==> src/rtl/trig_emu_pkg.sv <==
package trig_emu_pkg;
    typedef enum logic [1:0] {
        ERR_DROP_STB = 2'd0,
        ERR_DROP_FIN = 2'd1,
        ERR_FLIP_BIT = 2'd2,
        ERR_EARLY    = 2'd3
    } err_kind_e;

    // one-cycle-ahead timing hits from the sequence counter
    typedef struct packed {
        logic first;
        logic stb;
        logic mid_msg;
        logic fin;
        logic fin_early;
    } hit_t;
endpackage

==> src/rtl/trig_emu_lfsr.sv <==
module trig_emu_lfsr #(
    parameter int         W    = 16,
    parameter logic [15:0] SEED = 16'hACE1
) (
    input  logic         clk,
    input  logic         rst_n,
    output logic [W-1:0] value_o
);
    typedef struct packed {
        logic [W-1:0] sr;
    } lfsr_t;

    lfsr_t q, d;

    always_comb begin
        d    = q;
        d.sr = {q.sr[W-2:0], q.sr[15] ^ q.sr[13] ^ q.sr[12] ^ q.sr[10]};
    end

    always_ff @(posedge clk or negedge rst_n) begin
        if (!rst_n) q.sr <= W'(SEED);
        else        q    <= d;
    end

    assign value_o = q.sr;
endmodule

==> src/rtl/trig_emu_seq.sv <==
module trig_emu_seq
    import trig_emu_pkg::*;
#(
    parameter int CNT_W = 16
) (
    input  logic             clk,
    input  logic             rst_n,
    input  logic             accept_i,
    input  logic [CNT_W-1:0] d0_i,
    input  logic [CNT_W-1:0] d1_i,
    input  logic [CNT_W-1:0] d2_i,
    output logic             busy_o,
    output hit_t             hit_o
);
    localparam logic [CNT_W-1:0] ONE = CNT_W'(1);

    typedef struct packed {
        logic             busy;
        logic [CNT_W-1:0] cnt;
        logic [CNT_W-1:0] d0;
        logic [CNT_W-1:0] d1;
        logic [CNT_W-1:0] d2;
    } seq_t;

    seq_t q, d;

    always_comb begin
        d = q;
        if (q.busy) begin
            d.cnt = q.cnt + ONE;
            if (q.cnt == q.d2) d.busy = 1'b0;
        end
        if (accept_i) begin
            d.busy = 1'b1;
            d.cnt  = ONE;
            d.d0   = d0_i;
            d.d1   = d1_i;
            d.d2   = d2_i;
        end
    end

    always_ff @(posedge clk or negedge rst_n) begin
        if (!rst_n) q <= '0;
        else        q <= d;
    end

    always_comb begin
        hit_o.first     = q.busy && (q.cnt == q.d0);
        hit_o.stb       = q.busy && (q.cnt == q.d1);
        hit_o.mid_msg   = q.busy && (q.cnt == q.d1 + ONE);
        hit_o.fin       = q.busy && (q.cnt == q.d2);
        hit_o.fin_early = q.busy && (q.cnt == q.d2 - ONE);
    end

    assign busy_o = q.busy;
endmodule

==> src/rtl/trig_emu_out.sv <==
module trig_emu_out
    import trig_emu_pkg::*;
#(
    parameter int DATA_W = 16
) (
    input  logic              clk,
    input  logic              rst_n,
    input  hit_t              hit_i,
    input  logic              inj_i,
    input  err_kind_e         kind_i,
    input  logic              on_a_i,
    input  logic [DATA_W-1:0] num_i,
    output logic              l0_o,
    output logic              chan_a_o,
    output logic              msg_valid_o,
    output logic              msg_lvl_o,
    output logic [DATA_W-1:0] msg_data_o
);
    typedef struct packed {
        logic              l0;
        logic              cha;
        logic              mv;
        logic              ml;
        logic [DATA_W-1:0] md;
    } out_t;

    out_t q, d;
    logic drop_stb, drop_fin, flip, early, fin_hit;

    always_comb begin
        drop_stb = inj_i && (kind_i == ERR_DROP_STB);
        drop_fin = inj_i && (kind_i == ERR_DROP_FIN);
        flip     = inj_i && (kind_i == ERR_FLIP_BIT);
        early    = inj_i && (kind_i == ERR_EARLY);
        fin_hit  = early ? hit_i.fin_early : hit_i.fin;

        d     = '0;
        d.l0  = hit_i.first && !on_a_i;
        d.cha = (hit_i.first && on_a_i) || (hit_i.stb && !drop_stb);
        if (hit_i.mid_msg) begin
            d.mv = 1'b1;
            d.ml = 1'b0;
            d.md = flip ? (num_i ^ DATA_W'(1)) : num_i;
        end else if (fin_hit && !drop_fin) begin
            d.mv = 1'b1;
            d.ml = 1'b1;
            d.md = num_i;
        end
    end

    always_ff @(posedge clk or negedge rst_n) begin
        if (!rst_n) q <= '0;
        else        q <= d;
    end

    assign l0_o        = q.l0;
    assign chan_a_o    = q.cha;
    assign msg_valid_o = q.mv;
    assign msg_lvl_o   = q.ml;
    assign msg_data_o  = q.md;
endmodule

==> src/rtl/trig_seq_emu.sv <==
module trig_seq_emu
    import trig_emu_pkg::*;
#(
    parameter int          DATA_W    = 16,
    parameter int          CNT_W     = 16,
    parameter int          L0_DEF    = 48,
    parameter int          L1_DEF    = 260,
    parameter int          L2_DEF    = 3520,
    parameter logic [15:0] LFSR_SEED = 16'hACE1
) (
    input  logic              clk,
    input  logic              rst_n,
    input  logic              start_i,
    input  logic              l0_on_a_i,
    input  logic [CNT_W-1:0]  l0_dly_i,
    input  logic [CNT_W-1:0]  l1_dly_i,
    input  logic [CNT_W-1:0]  l2_dly_i,
    input  logic              err_rand_en_i,
    input  logic [15:0]       err_thresh_i,
    input  logic              err_now_i,
    input  logic [1:0]        err_kind_i,
    output logic              l0_o,
    output logic              chan_a_o,
    output logic              msg_valid_o,
    output logic              msg_lvl_o,
    output logic [DATA_W-1:0] msg_data_o,
    output logic              busy_o
);
    localparam int               LFSR_W = 16;
    localparam logic [CNT_W-1:0] D0_DEF = CNT_W'(L0_DEF);
    localparam logic [CNT_W-1:0] D1_DEF = CNT_W'(L1_DEF);
    localparam logic [CNT_W-1:0] D2_DEF = CNT_W'(L2_DEF);

    typedef struct packed {
        logic              pend;
        logic              inj;
        err_kind_e         kind;
        logic              on_a;
        logic [DATA_W-1:0] ev;
        logic [DATA_W-1:0] num;
    } ctl_t;

    ctl_t q, d;

    logic [LFSR_W-1:0] lfsr_val;
    logic              accept, rand_hit;
    logic [CNT_W-1:0]  d0, d1, d2;
    hit_t              hit;

    trig_emu_lfsr #(.W(LFSR_W), .SEED(LFSR_SEED)) u_lfsr (
        .clk(clk), .rst_n(rst_n), .value_o(lfsr_val)
    );

    assign d0 = (l0_dly_i == '0) ? D0_DEF : l0_dly_i;
    assign d1 = (l1_dly_i == '0) ? D1_DEF : l1_dly_i;
    assign d2 = (l2_dly_i == '0) ? D2_DEF : l2_dly_i;

    always_comb begin
        accept   = start_i && !busy_o;
        rand_hit = err_rand_en_i && (lfsr_val <= err_thresh_i);
        d = q;
        if (accept) begin
            d.inj  = q.pend || err_now_i || rand_hit;
            d.kind = err_kind_e'(err_kind_i);
            d.on_a = l0_on_a_i;
            d.num  = q.ev;
            d.ev   = q.ev + DATA_W'(1);
            d.pend = 1'b0;
        end else if (err_now_i) begin
            d.pend = 1'b1;
        end
    end

    always_ff @(posedge clk or negedge rst_n) begin
        if (!rst_n) q <= '0;
        else        q <= d;
    end

    trig_emu_seq #(.CNT_W(CNT_W)) u_seq (
        .clk(clk), .rst_n(rst_n), .accept_i(accept),
        .d0_i(d0), .d1_i(d1), .d2_i(d2),
        .busy_o(busy_o), .hit_o(hit)
    );

    trig_emu_out #(.DATA_W(DATA_W)) u_out (
        .clk(clk), .rst_n(rst_n), .hit_i(hit),
        .inj_i(q.inj), .kind_i(q.kind), .on_a_i(q.on_a), .num_i(q.num),
        .l0_o(l0_o), .chan_a_o(chan_a_o), .msg_valid_o(msg_valid_o),
        .msg_lvl_o(msg_lvl_o), .msg_data_o(msg_data_o)
    );
endmodule

==> config.mk <==
export PLATFORM = sky130hd
export DESIGN_NAME = trig_seq_emu
export DESIGN_NICKNAME = d
export VERILOG_FILES = /design/src/rtl/trig_emu_pkg.sv /design/src/rtl/trig_emu_lfsr.sv /design/src/rtl/trig_emu_seq.sv /design/src/rtl/trig_emu_out.sv /design/src/rtl/trig_seq_emu.sv
export SDC_FILE = /design/constraint.sdc
export NUM_CORES = 1
export LEC_CHECK = 0
export ABC_AREA = 0
export BUFFER_PORTS_ARGS = -buffer_cell sky130_fd_sc_hd__buf_2
export CORE_MARGIN = 5
export CORE_UTILIZATION = 53
export CTS_CLUSTER_SIZE = 10
export DETAILED_ROUTE_END_ITERATION = 16
export PLACE_DENSITY = 0.77
export SLEW_MARGIN = 30
export SYNTH_ARGS = -nofsm -noshare
export SYNTH_HDL_FRONTEND = slang
export SYNTH_HIERARCHICAL = 1
export SYNTH_SLANG_ARGS = --single-unit
==> constraint.sdc <==
create_clock -name clk -period 3.4 [get_ports clk]
set_input_delay 0.17 -clock clk [delete_from_list [all_inputs] [get_ports clk]]
set_output_delay 0.17 -clock clk [all_outputs]
set_load 0.005 [all_outputs]
==> Flow_metrics.wiki, run 1 <==
{| class="wikitable"
! Metric !! Value
|-
| Final-layout fill cell count || 1108
|-
| Antenna violations before repair || 0
|-
| Final worst-path cycle share || 0.910
|-
| Cell Chain, Critical Path || ha_2, nand3_1, nor3_2, xnor2_1, or4_1, or4_1, nor4_1, buf_4, nand2b_1, mux2_2, o21ai_0
|-
| Core ar. || 0.0139 mm²
|-
| Transition at the pin with the smallest max-transition slack || 752 ps
|-
| Via count of the first global-routing pass || 5637
|-
| Multi-input gate area || 0.00347 mm²
|-
| Minimum clock period after layout || 3100 ps
|-
| P_leak || 4.06 nW
|-
| Global routing usage summed across all routing layers || 0.222
|-
| CTS Buffer Depth || 2
|-
| Total clock sinks || 138
|-
| Global Route met3 Usage || 0.0606
|-
| TNS Setup || 0 ps
|-
| Combined buffer and inverter count along the critical path || 1
|-
| Most common flop cell mapped by yosys || sky130_fd_sc_hd__dfrtp_1
|-
| Maximum operating frequency || 323 MHz
|-
| Number of diodes || 0
|-
| Synthesized netlist net count || 848
|-
| Met1 usage in global routing || 0.308
|-
| Summed area of non-filler cells in the final layout || 0.00874 mm²
|-
| Wire length after detailed routing || 17100 µm
|-
| Pin count of the biggest net entering global routing || 86
|-
| Non-Filler Instances || 1012
|-
| Routed wire length per instance || 16.9 µm
|-
| Setup CP Type || reg -> reg
|-
| Remaining antenna violation count || 0
|-
| Fraction of layout cells with a size suffix above 1 || 0.245
|-
| Number of enable flip-flop cells after synthesis || 0
|-
| GR peak layer || met2
|-
| Mapped Avg Cell Area || 9.89 µm²
|-
| Number of cells in the design after placement || 955
|-
| Clock-pin slew on the worst setup and hold paths || 60 ps
|-
| Count of state elements after synthesis || 138
|-
| Unrepaired setup endpoints after global routing || false
|-
| Portion of the post-synthesis area used by sequential elements || 0.463
|-
| Maximum ir drop on the vdd rail || 405 µV
|-
| Data required time at the worst endpoint || 3740 ps
|-
| HP Class || in -> reg
|-
| Sequential standard cell area || 0.00346 mm²
|-
| 1st-iter DRT viols || 527
|-
| Port bufs || 92
|-
| Clock insertion delay at the later pin of the skew report || 420 ps
|-
| Final hold violations || 0
|-
| Post-synthesis async set-or-reset flop share || 1.00
|-
| Final Skew || 12.3 ps
|-
| Slowest stage cell on the critical path || sky130_fd_sc_hd__or4_1
|-
| Share of the synthesized area in the top cell type || 0.435
|-
| FP Rows || 43
|-
| GR Overflow Total || 0
|-
| # setup viols final || 0
|-
| H-Tree Depth || 4
|-
| CTS Root Cell || sky130_fd_sc_hd__clkbuf_16
|-
| Placement-stage worst setup slack || 266 ps
|-
| Most common library cell in the layout ignoring fill and taps || sky130_fd_sc_hd__dfrtp_1
|-
| Area of the die || 0.0166 mm²
|-
| Max-cap violations || 0
|-
| Register-to-register setup slack || 300 ps
|-
| IO Count || 93
|-
| Dominant cell type by area after synthesis || sky130_fd_sc_hd__dfrtp_1
|-
| Ranking of synthesized cells by area || sky130_fd_sc_hd__dfrtp_1 (44%), sky130_fd_sc_hd__mux2_2 (6.5%), sky130_fd_sc_hd__xor2_1 (6.2%)
|-
| Post-detailed-placement half-perimeter wirelength || 12100 µm
|-
| Area growth syn-to-layout || 16.9%
|-
| Effective utilization at floorplan || 0.538
|-
| Worst-case headroom to the max-slew limit || 0.499
|-
| Chip width || 129 µm
|-
| Area after DPL || 0.00784 mm²
|-
| Global-route wire length before repair || 28800 µm
|-
| Most used cells in the layout excluding fill and tap cells || sky130_fd_sc_hd__dfrtp_1 (130), sky130_fd_sc_hd__buf_2 (91), sky130_fd_sc_hd__nand2_1 (90), sky130_fd_sc_hd__xor2_1 (53), sky130_fd_sc_hd__xnor2_1 (44)
|-
| Net count, final || 912
|-
| Worst path top cell family by delay || simple AND/OR/NAND/NOR gates
|-
| Cts bufs inserted || 17
|-
| First-pass detailed-route iteration total || 5
|-
| CTS tree || built
|-
| Total vias in the final route || 5546
|-
| Met2 Use GR || 0.345
|-
| Worst setup SP type || flop
|-
| Worst Setup End Kind || flop
|-
| Number of distinct library cells after synthesis || 62
|-
| Final setup slack of the worst path || 305 ps
|-
| Areal power density over the cells || 675 mW/mm²
|-
| Remaining DRCs || 0
|-
| Die span in y || 129 µm
|-
| Post-synthesis instance total || 756
|-
| Data arrival time of the critical path || 3440 ps
|-
| Largest fanout on the critical path || 6
|-
| Worst hold-check slack || 2.66 ps
|-
| Placer congestion estimate || 0.923
|-
| Final-report max-slew violation count || 0
|-
| Delay of the slowest cell on the worst path || 510 ps
|-
| Yosys warning count || 6
|-
| Worst path most repeated cell || sky130_fd_sc_hd__or4_1
|-
| Vias per cell || 5.48
|-
| Status || finished, final reports clean
|-
| Area of the mapped netlist || 0.00747 mm²
|}
-- per-layer routing --
metal,vias to the layer above,routed length [µm]
li1,2658,-
met1,2695,7670
met2,168,8050
met3,25,1090
met4,0,286
met5,-,0
-- sequential cells by signal, summed over array words and instances, names as in the netlist --
signal	count
q	37
u_lfsr/value_o	16
u_out/chan_a_o	1
u_out/l0_o	1
u_out/msg_data_o	16
u_out/msg_lvl_o	1
u_out/msg_valid_o	1
u_seq/busy_o	1
u_seq/q	64
-- per-stage QoR --
step,util,power [W]
6_report,0.629,0.00590
5_1_grt,0.629,0.00624
4_1_cts,0.629,0.00591
3_5_place_dp,0.565,0.00390
3_3_place_gp,0.565,0.00388
2_1_floorplan,-,0.00348
-- what timing repair did --
action,in CTS,in global routing
endpoints found under the setup margin,0,1
setup buffers,0,0
hold buffers,26,0
resized for setup,0,1
hold endpoints to repair,106,0
-- area by class of cell --
cell class              count  area share
clock buffers              18      0.0503
inverters                  28      0.0126
repair buffers            133      0.0961
multi-input cells         502       0.397
flip-flops and latches    138       0.396
well taps                 180      0.0258
clock inverters            13      0.0219
-- final timing paths --
path                                        startpoint                             to  cells after the start
max reg2reg                    u_seq/q[17]$_DFFE_PN0P_  u_out/msg_data_o[0]$_DFF_PN0_                     11
min reg2reg                u_lfsr/value_o[6]$_DFF_PN1_    u_lfsr/value_o[7]$_DFF_PN1_                      0
min                                          err_now_i              q[36]$_DFFE_PN0P_                      3
max                            u_seq/q[17]$_DFFE_PN0P_  u_out/msg_data_o[0]$_DFF_PN0_                     11
min in group asynchronous                        rst_n        u_seq/q[49]$_DFFE_PN0P_                      2
max in group asynchronous                        rst_n    u_lfsr/value_o[7]$_DFF_PN1_                      3
-- tightest hold or removal path, stage by stage --
cell and delay [ps]:
sky130_fd_sc_hd__buf_2 90, sky130_fd_sc_hd__nor2_1 50, sky130_fd_sc_hd__nor2_1 70
-- cell usage after synthesis, drive strengths merged (21+ instances only) --
cell,instances
buf,27
clkbuf,61
dfrtp,130
inv,27
mux2,43
nand2,90
nand3,23
nand4,21
nor2,36
nor2b,22
nor4,26
xnor2,44
xor2,53
-- logic make-up (layout without fill, tap and decap cells) --
family	after synthesis	count (layout)	share of synthesized area
DFF	138	138	0.463
adders and majority gates	20	20	0.0335
buffers and inverters	116	192	0.0730
and+or+nand+nor	279	279	0.196
xor gates and xnor gates	97	97	0.114
AOI/OAI and AO/OA	61	61	0.0534
muxes	45	45	0.0675
-- power by group --
group	total (W)	internal (W)	switching [W]
Combinational	0.00155	0.000765	0.000784
Clock	0.00197	0.00125	0.000718
Sequential	0.00238	0.00196	0.000419
Total	0.00590	0.00398	0.00192
Note: power is estimated with default switching activity, not from simulation.
==> inputs of run 2 (changes only) <==
--- a/config.mk
+++ b/config.mk
@@ -7,11 +7,10 @@
 export LEC_CHECK = 0
 export ABC_AREA = 0
 export BUFFER_PORTS_ARGS = -buffer_cell sky130_fd_sc_hd__buf_2
-export CORE_MARGIN = 5
-export CORE_UTILIZATION = 53
+export CORE_UTILIZATION = 59
 export CTS_CLUSTER_SIZE = 10
 export DETAILED_ROUTE_END_ITERATION = 16
-export PLACE_DENSITY = 0.77
+export PLACE_DENSITY = 0.81
 export SLEW_MARGIN = 30
 export SYNTH_ARGS = -nofsm -noshare
 export SYNTH_HDL_FRONTEND = slang
==> constraint.sdc (replaced) <==
create_clock -name clk -period 3.7 [get_ports clk]
set_input_delay 0.185 -clock clk [delete_from_list [all_inputs] [get_ports clk]]
set_output_delay 0.185 -clock clk [all_outputs]
set_load 0.005 [all_outputs]
==> run 2 against run 1 <==
Net effect: hold slack gained 6.0 ps; largest power group unchanged; critical path type unchanged; routed wire length shrank 1.5%; highest routed layer unchanged; sequential power decreased by 4%; clock skew down 6.3 ps; final cell count down 4.1%; design area is 3.8% lower; sequential share of layout area up 1.6 points; fmax decreased by 6.3%.
==> Flow_metrics.wiki, run 2 (synthesized netlist as in run 1, its figures left out) <==
{| class="wikitable"
! Metric !! Value
|-
| 1st-iter DRT viols || 288 (-45%)
|-
| P_leak || 3.91 nW (-3.7%)
|-
| Routed wire length per instance || 17.4 µm (+2.7%)
|-
| Worst Setup End Kind || flop
|-
| Status || finished, final reports clean
|-
| Pin count of the biggest net entering global routing || 82 (-4.7%)
|-
| Clock insertion delay at the later pin of the skew report || 420 ps (about the same)
|-
| Maximum operating frequency || 303 MHz (-6.3%)
|-
| Start point of the critical path || u_seq/q[17]$_DFFE_PN0P_
|-
| Cts bufs inserted || 17 (unchanged)
|-
| Global routing usage summed across all routing layers || 0.275 (+0.0525)
|-
| Worst hold-check slack || 8.66 ps (+6.00 ps)
|-
| Multi-input gate area || 0.00347 mm² (about the same)
|-
| Vias per cell || 5.70 (+3.9%)
|-
| Port bufs || 92 (unchanged)
|-
| CTS Root Cell || sky130_fd_sc_hd__clkbuf_16
|-
| Most used cells in the layout excluding fill and tap cells || sky130_fd_sc_hd__dfrtp_1 (130), sky130_fd_sc_hd__buf_2 (91), sky130_fd_sc_hd__nand2_1 (90), sky130_fd_sc_hd__xor2_1 (53), sky130_fd_sc_hd__xnor2_1 (44)
|-
| Worst setup SP type || flop
|-
| Effective utilization at floorplan || 0.615 (+0.0761)
|-
| Number of diodes || 0 (unchanged)
|-
| Max-cap violations || 0 (unchanged)
|-
| Logic pwr share || 0.248 (-0.014)
|-
| Largest register FFs || 64 (unchanged)
|-
| Register with the most flip-flops || u_seq/q
|-
| Largest registers ranked by flip-flop count || u_seq/q: 64 flops, q: 37 flops
|-
| Antenna violations before repair || 0 (unchanged)
|-
| Setup CP Type || reg -> reg
|-
| Via count of the first global-routing pass || 5613 (-0.43%)
|-
| Data arrival time of the critical path || 3640 ps (+200 ps)
|-
| Capture instance of the worst register-to-register path || u_out/msg_data_o[0]$_DFF_PN0_
|-
| Total clock sinks || 138 (unchanged)
|-
| Power Internal || 0.00347 W (-13%)
|-
| Placer congestion estimate || 0.991 (+7.3%)
|-
| Final-layout fill cell count || 926 (-16%)
|-
| Net count, final || 883 (-3.2%)
|-
| H-Tree Depth || 4 (unchanged)
|-
| Final-report max-slew violation count || 0 (unchanged)
|-
| Source of the worst hold timing path || l1_dly_i[11]
|-
| Proportion of power drawn by flip-flops and latches || 0.435 (+0.031)
|-
| Most common library cell in the layout ignoring fill and taps || sky130_fd_sc_hd__dfrtp_1
|-
| Areal power density over the cells || 624 mW/mm² (-7.5%)
|-
| Maximum ir drop on the vdd rail || 384 µV (-5.3%)
|-
| FP Rows || 40 (-7.0%)
|-
| Worst-case headroom to the max-slew limit || 0.497 (-0.00226)
|-
| Total vias in the final route || 5530 (-0.29%)
|-
| Unrepaired setup endpoints after global routing || false
|-
| GR Overflow Total || 0 (unchanged)
|-
| Sw Share || 0.338 (+0.0124)
|-
| Source of the worst register-to-register timing path || u_seq/q[17]$_DFFE_PN0P_
|-
| Relative contribution of the clock network to total power || 0.317 (-0.017)
|-
| Minimum clock period after layout || 3300 ps (+208 ps)
|-
| Area growth syn-to-layout || 12.4%
|-
| Final worst-path cycle share || 0.893 (-0.0175)
|-
| IO Count || 93 (unchanged)
|-
| CTS Buffer Depth || 2 (unchanged)
|-
| Post-detailed-placement half-perimeter wirelength || 12100 µm (+0.14%)
|-
| R2R depth || 11 (unchanged)
|-
| Remaining antenna violation count || 0 (unchanged)
|-
| Register-to-register setup slack || 400 ps (+90 ps)
|-
| Sequential standard cell area || 0.00346 mm² (unchanged)
|-
| Die span in y || 115 µm (-11%)
|-
| Remaining DRCs || 0 (unchanged)
|-
| CTS tree || built
|-
| Psw || 0.00177 W (-7.7%)
|-
| # setup viols final || 0 (unchanged)
|-
| TNS Setup || 0 ps (unchanged)
|-
| HP Class || in -> reg
|-
| Transition at the pin with the smallest max-transition slack || 755 ps (+3.38 ps)
|-
| Final Skew || 6.03 ps (-6.29 ps)
|-
| Clock-pin slew on the worst setup and hold paths || 60 ps (about the same)
|-
| Largest fanout on the critical path || 6 (unchanged)
|-
| Wire length after detailed routing || 16800 µm (-1.5%)
|-
| Chip width || 115 µm (-11%)
|-
| Global-route wire length before repair || 27400 µm (-4.9%)
|-
| Fraction of layout cells with a size suffix above 1 || 0.242 (-0.00360)
|-
| First-pass detailed-route iteration total || 5 (unchanged)
|-
| Data required time at the worst endpoint || 4040 ps (+300 ps)
|-
| Area of the die || 0.0131 mm² (-21%)
|-
| Capture point of the worst path || u_out/msg_data_o[0]$_DFF_PN0_
|-
| Core ar. || 0.0122 mm² (-12%)
|-
| Final hold violations || 0 (unchanged)
|}
## run 2: changes by cell type in the layout (fill, tap and decap cells not counted), sizes merged
cell,previous run,this run
inv,30,31
clkbuf,18,19
buf,107,99
dlygate4sd3,26,5
bufinv,4,2
## run 2: power groups by stage
stage	Combinational (W)	Clock (W)	Sequential (W)
after CTS	0.00130	0.00169	0.00227
after detailed placement	0.00129	0	0.00229
final	0.00130	0.00166	0.00228
after floorplan	0.00116	0	0.00203
after global placement	0.00125	0	0.00227
after global routing	0.00144	0.00175	0.00232
## run 2: worst min-delay path by stage
stage	slack, ps	endpoint	cells past startpoint
floorplan	-110	q[0]$_DFFE_PN0P_	0
global placement	270	u_seq/q[49]$_DFFE_PN0P_	1
detailed placement	280	u_seq/q[51]$_DFFE_PN0P_	1
CTS	3	u_seq/q[29]$_DFFE_PN0P_	2
global route	6	u_seq/q[44]$_DFFE_PN0P_	2
finish	9	u_seq/q[27]$_DFFE_PN0P_	3
## run 2: area by class of cell
cell class                      instances  share of cell area
Multi-Input combinational cell        502               0.413
Sequential cell                       138               0.412
Timing Repair Buffer                  104              0.0678
Clock buffer                           19              0.0527
Tap cell                              168              0.0250
Clock inverter                         12              0.0167
Inverter                               28              0.0131
## run 2: metal layers
metal,wire length (µm),vias to the layer above,track usage
met3,1050,26,0.0810
met4,297,0,0.0952
li1,-,2595,-
met2,8280,179,0.462
met5,0,-,0
met1,7230,2730,0.338
## run 2: what timing repair did
action,in CTS,in global routing
hold endpoints to repair,83,0
buffers inserted,0,0
gates resized for setup,0,0
hold buffers,5,0
## run 2: worst max-delay path: stages, from the launching register on
cell                       delay (ps)
sky130_fd_sc_hd__dfrtp_1          460
sky130_fd_sc_hd__ha_1             320
sky130_fd_sc_hd__nand3_1          190
sky130_fd_sc_hd__nor3_2           220
sky130_fd_sc_hd__xnor2_1           80
sky130_fd_sc_hd__or4_1            510
sky130_fd_sc_hd__or4_1            550
sky130_fd_sc_hd__nor4_1           300
sky130_fd_sc_hd__buf_4            190
sky130_fd_sc_hd__nand2b_1          60
sky130_fd_sc_hd__mux2_2           260
sky130_fd_sc_hd__o21ai_0           70
## run 2: metrics by stage
stage	cell area [µm²]	util	setup WS (ps)	power (W)	cells
floorplan	7470	-	484	0.00319	756
global placement	7770	0.639	579	0.00352	935
detailed placement	7770	0.639	472	0.00358	935
CTS	8400	0.691	417	0.00526	971
global route	8400	0.691	191	0.00551	971
finish	8400	0.691	396	0.00524	971
==> inputs of run 3 (changes only) <==
--- a/config.mk
+++ b/config.mk
@@ -10,6 +10,7 @@
 export CORE_UTILIZATION = 59
 export CTS_CLUSTER_SIZE = 10
 export DETAILED_ROUTE_END_ITERATION = 16
+export MAX_ROUTING_LAYER = met4
 export PLACE_DENSITY = 0.81
 export SLEW_MARGIN = 30
 export SYNTH_ARGS = -nofsm -noshare
==> run 3 against run 2 <==
Net effect: global-route usage increased by 1.3 points; sequential share of layout area about the same; first-iteration DRC count increased by 50%; sequential cell count unchanged; hold slack improved by 4.3 ps; sequential power about the same; clock skew increased by 4.0 ps; power decreased by 0.26%; routed wire length increased by 0.23%; via count decreased by 0.25%; clock power about the same.
==> Flow_metrics.wiki, run 3 (synthesized netlist as in run 1, its figures left out) <==
{| class="wikitable"
! Metric !! Value
|-
| TNS Setup || 0 ps (unchanged)
|-
| Cts bufs inserted || 17 (unchanged)
|-
| Final hold violations || 0 (unchanged)
|-
| Final-report max-slew violation count || 0 (unchanged)
|-
| Remaining antenna violation count || 0 (unchanged)
|-
| Port bufs || 92 (unchanged)
|-
| Register with the most flip-flops || u_seq/q
|-
| Global Route met3 Usage || 0.0656 (-0.0154)
|-
| GR Overflow Total || 0 (unchanged)
|-
| H-Tree Depth || 4 (unchanged)
|-
| First-pass detailed-route iteration total || 5 (unchanged)
|-
| Source of the worst hold timing path || l0_dly_i[3]
|-
| Antenna violations before repair || 1 (+1)
|-
| Summed area of non-filler cells in the final layout || 0.00840 mm² (about the same)
|-
| CTS Root Cell || sky130_fd_sc_hd__clkbuf_16
|-
| HP Class || in -> reg
|-
| Final Skew || 9.99 ps (+3.96 ps)
|-
| Total vias in the final route || 5516 (-0.25%)
|-
| Routed wire length per instance || 17.3 µm (about the same)
|-
| Post-Route Utilization || 0.691 (about the same)
|-
| Unrepaired setup endpoints after global routing || false
|-
| CTS Buffer Depth || 2 (unchanged)
|-
| R2R depth || 11 (unchanged)
|-
| CTS tree || built
|-
| Register-to-register setup slack || 470 ps (+80 ps)
|-
| Source of the worst register-to-register timing path || u_seq/q[16]$_DFFE_PN0P_
|-
| Most common library cell in the layout ignoring fill and taps || sky130_fd_sc_hd__dfrtp_1
|-
| Number of instances on the worst hold path || 2 (-1)
|-
| Maximum ir drop on the vdd rail || 470 µV (+23%)
|-
| Final worst-path cycle share || 0.872 (-0.0206)
|-
| Via count of the first global-routing pass || 5544 (-1.2%)
|-
| Area after DPL || 0.00776 mm² (about the same)
|-
| Most used cells in the layout excluding fill and tap cells || sky130_fd_sc_hd__dfrtp_1 (130), sky130_fd_sc_hd__buf_2 (91), sky130_fd_sc_hd__nand2_1 (90), sky130_fd_sc_hd__xor2_1 (53), sky130_fd_sc_hd__xnor2_1 (44)
|-
| Wire length after detailed routing || 16900 µm (+0.23%)
|-
| Placer congestion estimate || 0.968 (-2.3%)
|-
| Remaining DRCs || 0 (unchanged)
|-
| Hold buffers post-CTS || 7 (+2)
|-
| Net count, final || 884 (+0.11%)
|-
| Total setup buffers inserted after CTS || 0 (unchanged)
|-
| Die span in y || 115 µm (unchanged)
|-
| GR peak layer || met2
|-
| Minimum clock period after layout || 3230 ps (-76.3 ps)
|-
| Clock-pin slew on the worst setup and hold paths || 70 ps (about the same)
|-
| Met2 Use GR || 0.455 (-0.00687)
|-
| Status || finished, final reports clean
|-
| Worst setup SP type || flop
|-
| Chip width || 115 µm (unchanged)
|-
| Total clock sinks || 138 (unchanged)
|-
| Largest registers ranked by flip-flop count || u_seq/q: 64 flops, q: 37 flops
|-
| Area of the die || 0.0131 mm² (unchanged)
|-
| PostCTS Resize Cnt || 0 (unchanged)
|-
| Vias per cell || 5.66 (-0.56%)
|-
| FP Rows || 40 (unchanged)
|-
| Global routing usage summed across all routing layers || 0.288 (+0.0128)
|-
| Data required time at the worst endpoint || 4040 ps (about the same)
|-
| Max-cap violations || 0 (unchanged)
|-
| 1st-iter DRT viols || 431 (+50%)
|-
| Effective utilization at floorplan || 0.615 (unchanged)
|-
| Data arrival time of the critical path || 3570 ps (-70 ps)
|-
| Transition at the pin with the smallest max-transition slack || 831 ps (+75.8 ps)
|-
| Final-layout fill cell count || 941 (+1.6%)
|-
| Pin count of the biggest net entering global routing || 112 (+37%)
|-
| Capture instance of the worst register-to-register path || u_out/msg_data_o[0]$_DFF_PN0_
|-
| Post-detailed-placement half-perimeter wirelength || 11900 µm (-2.0%)
|-
| Fraction of layout cells with a size suffix above 1 || 0.242 (+0.000642)
|-
| Number of cells in the design after placement || 934 (-0.11%)
|-
| Largest fanout on the critical path || 6 (unchanged)
|-
| Met1 usage in global routing || 0.364 (+0.0260)
|-
| Clock insertion delay at the later pin of the skew report || 420 ps (about the same)
|-
| P_leak || 3.92 nW (about the same)
|-
| Setup CP Type || reg -> reg
|-
| Worst-case headroom to the max-slew limit || 0.446 (-0.0505)
|-
| Areal power density over the cells || 622 mW/mm² (-0.29%)
|-
| Global-route wire length before repair || 27700 µm (+0.93%)
|-
| IO Count || 93 (unchanged)
|-
| Area growth syn-to-layout || 12.4% (about the same)
|-
| Sink of the worst hold path || u_seq/q[35]$_DFFE_PN0P_
|-
| Core ar. || 0.0122 mm² (unchanged)
|-
| Worst Setup End Kind || flop
|-
| # setup viols final || 0 (unchanged)
|-
| Non-Filler Instances || 974 (+0.31%)
|-
| Largest register FFs || 64 (unchanged)
|-
| Maximum operating frequency || 310 MHz (+2.4%)
|}
==> run 3: cell types whose count changed in the layout (fill, tap and decap cells not counted), sizes merged <==
cell / before / now
inv: 31 / 35
buf: 99 / 98
clkbuf: 19 / 18
bufinv: 2 / 0
diode: 0 / 1
dlygate4sd3: 5 / 7
==> run 3: layout make-up <==
type | instances | area (µm²) | area share
Antenna cell | 1 | 2.50 | 0.000298
Clock buffer | 18 | 439 | 0.0523
Clock inverter | 14 | 128 | 0.0152
Inverter | 28 | 110 | 0.0131
Multi-Input combinational cell | 502 | 3470 | 0.412
Sequential cell | 138 | 3460 | 0.412
Tap cell | 168 | 210 | 0.0250
Timing Repair Buffer | 105 | 586 | 0.0697
==> run 3: metrics by stage <==
stage	power, W	worst slack, ps	hold WS (ps)
2_1_floorplan	0.00319	484	-111
3_3_place_gp	0.00353	545	357
3_5_place_dp	0.00357	481	362
4_1_cts	0.00523	472	0.768
5_1_grt	0.00551	241	7.15
6_report	0.00523	473	13.0
==> run 3: how the worst max path moves through the flow <==
| stage | startpoint | endpoint | slack [ps] | depth (start not counted) |
|---|---|---|---|---|
| floorplan | u_seq/q[17]$_DFFE_PN0P_ | u_out/msg_data_o[0]$_DFF_PN0_ | 480 | 10 |
| global placement | u_seq/q[16]$_DFFE_PN0P_ | u_out/msg_data_o[0]$_DFF_PN0_ | 550 | 11 |
| detailed placement | u_seq/q[16]$_DFFE_PN0P_ | u_out/msg_data_o[0]$_DFF_PN0_ | 480 | 11 |
| CTS | u_seq/q[16]$_DFFE_PN0P_ | u_out/msg_data_o[0]$_DFF_PN0_ | 470 | 11 |
| global route | u_seq/q[16]$_DFFE_PN0P_ | u_out/msg_data_o[0]$_DFF_PN0_ | 240 | 11 |
| finish | u_seq/q[16]$_DFFE_PN0P_ | u_out/msg_data_o[0]$_DFF_PN0_ | 470 | 11 |
==> run 3: critical path: stages (launching register included) <==
cell and delay (ps):
sky130_fd_sc_hd__dfrtp_1 450, sky130_fd_sc_hd__ha_1 320, sky130_fd_sc_hd__nand3_1 170, sky130_fd_sc_hd__nor3_2 210, sky130_fd_sc_hd__xnor2_1 80, sky130_fd_sc_hd__or4_1 500
sky130_fd_sc_hd__or4_1 530, sky130_fd_sc_hd__nor4_1 310, sky130_fd_sc_hd__buf_4 200, sky130_fd_sc_hd__nand2b_1 50, sky130_fd_sc_hd__mux2_2 250, sky130_fd_sc_hd__o21ai_0 70
==> run 3: power by group <==
group | switching, W | internal (W)
registers | 0.000473 | 0.00180
logic | 0.000664 | 0.000657
clock network | 0.000731 | 0.000903
total | 0.00187 | 0.00336
==> run 3: per-layer routing <==
metal / vias to the layer above / routed length (µm)
li1: 2603 / -
met1: 2719 / 7550
met2: 167 / 8140
met3: 27 / 829
met4: 0 / 361
met5: - / 0
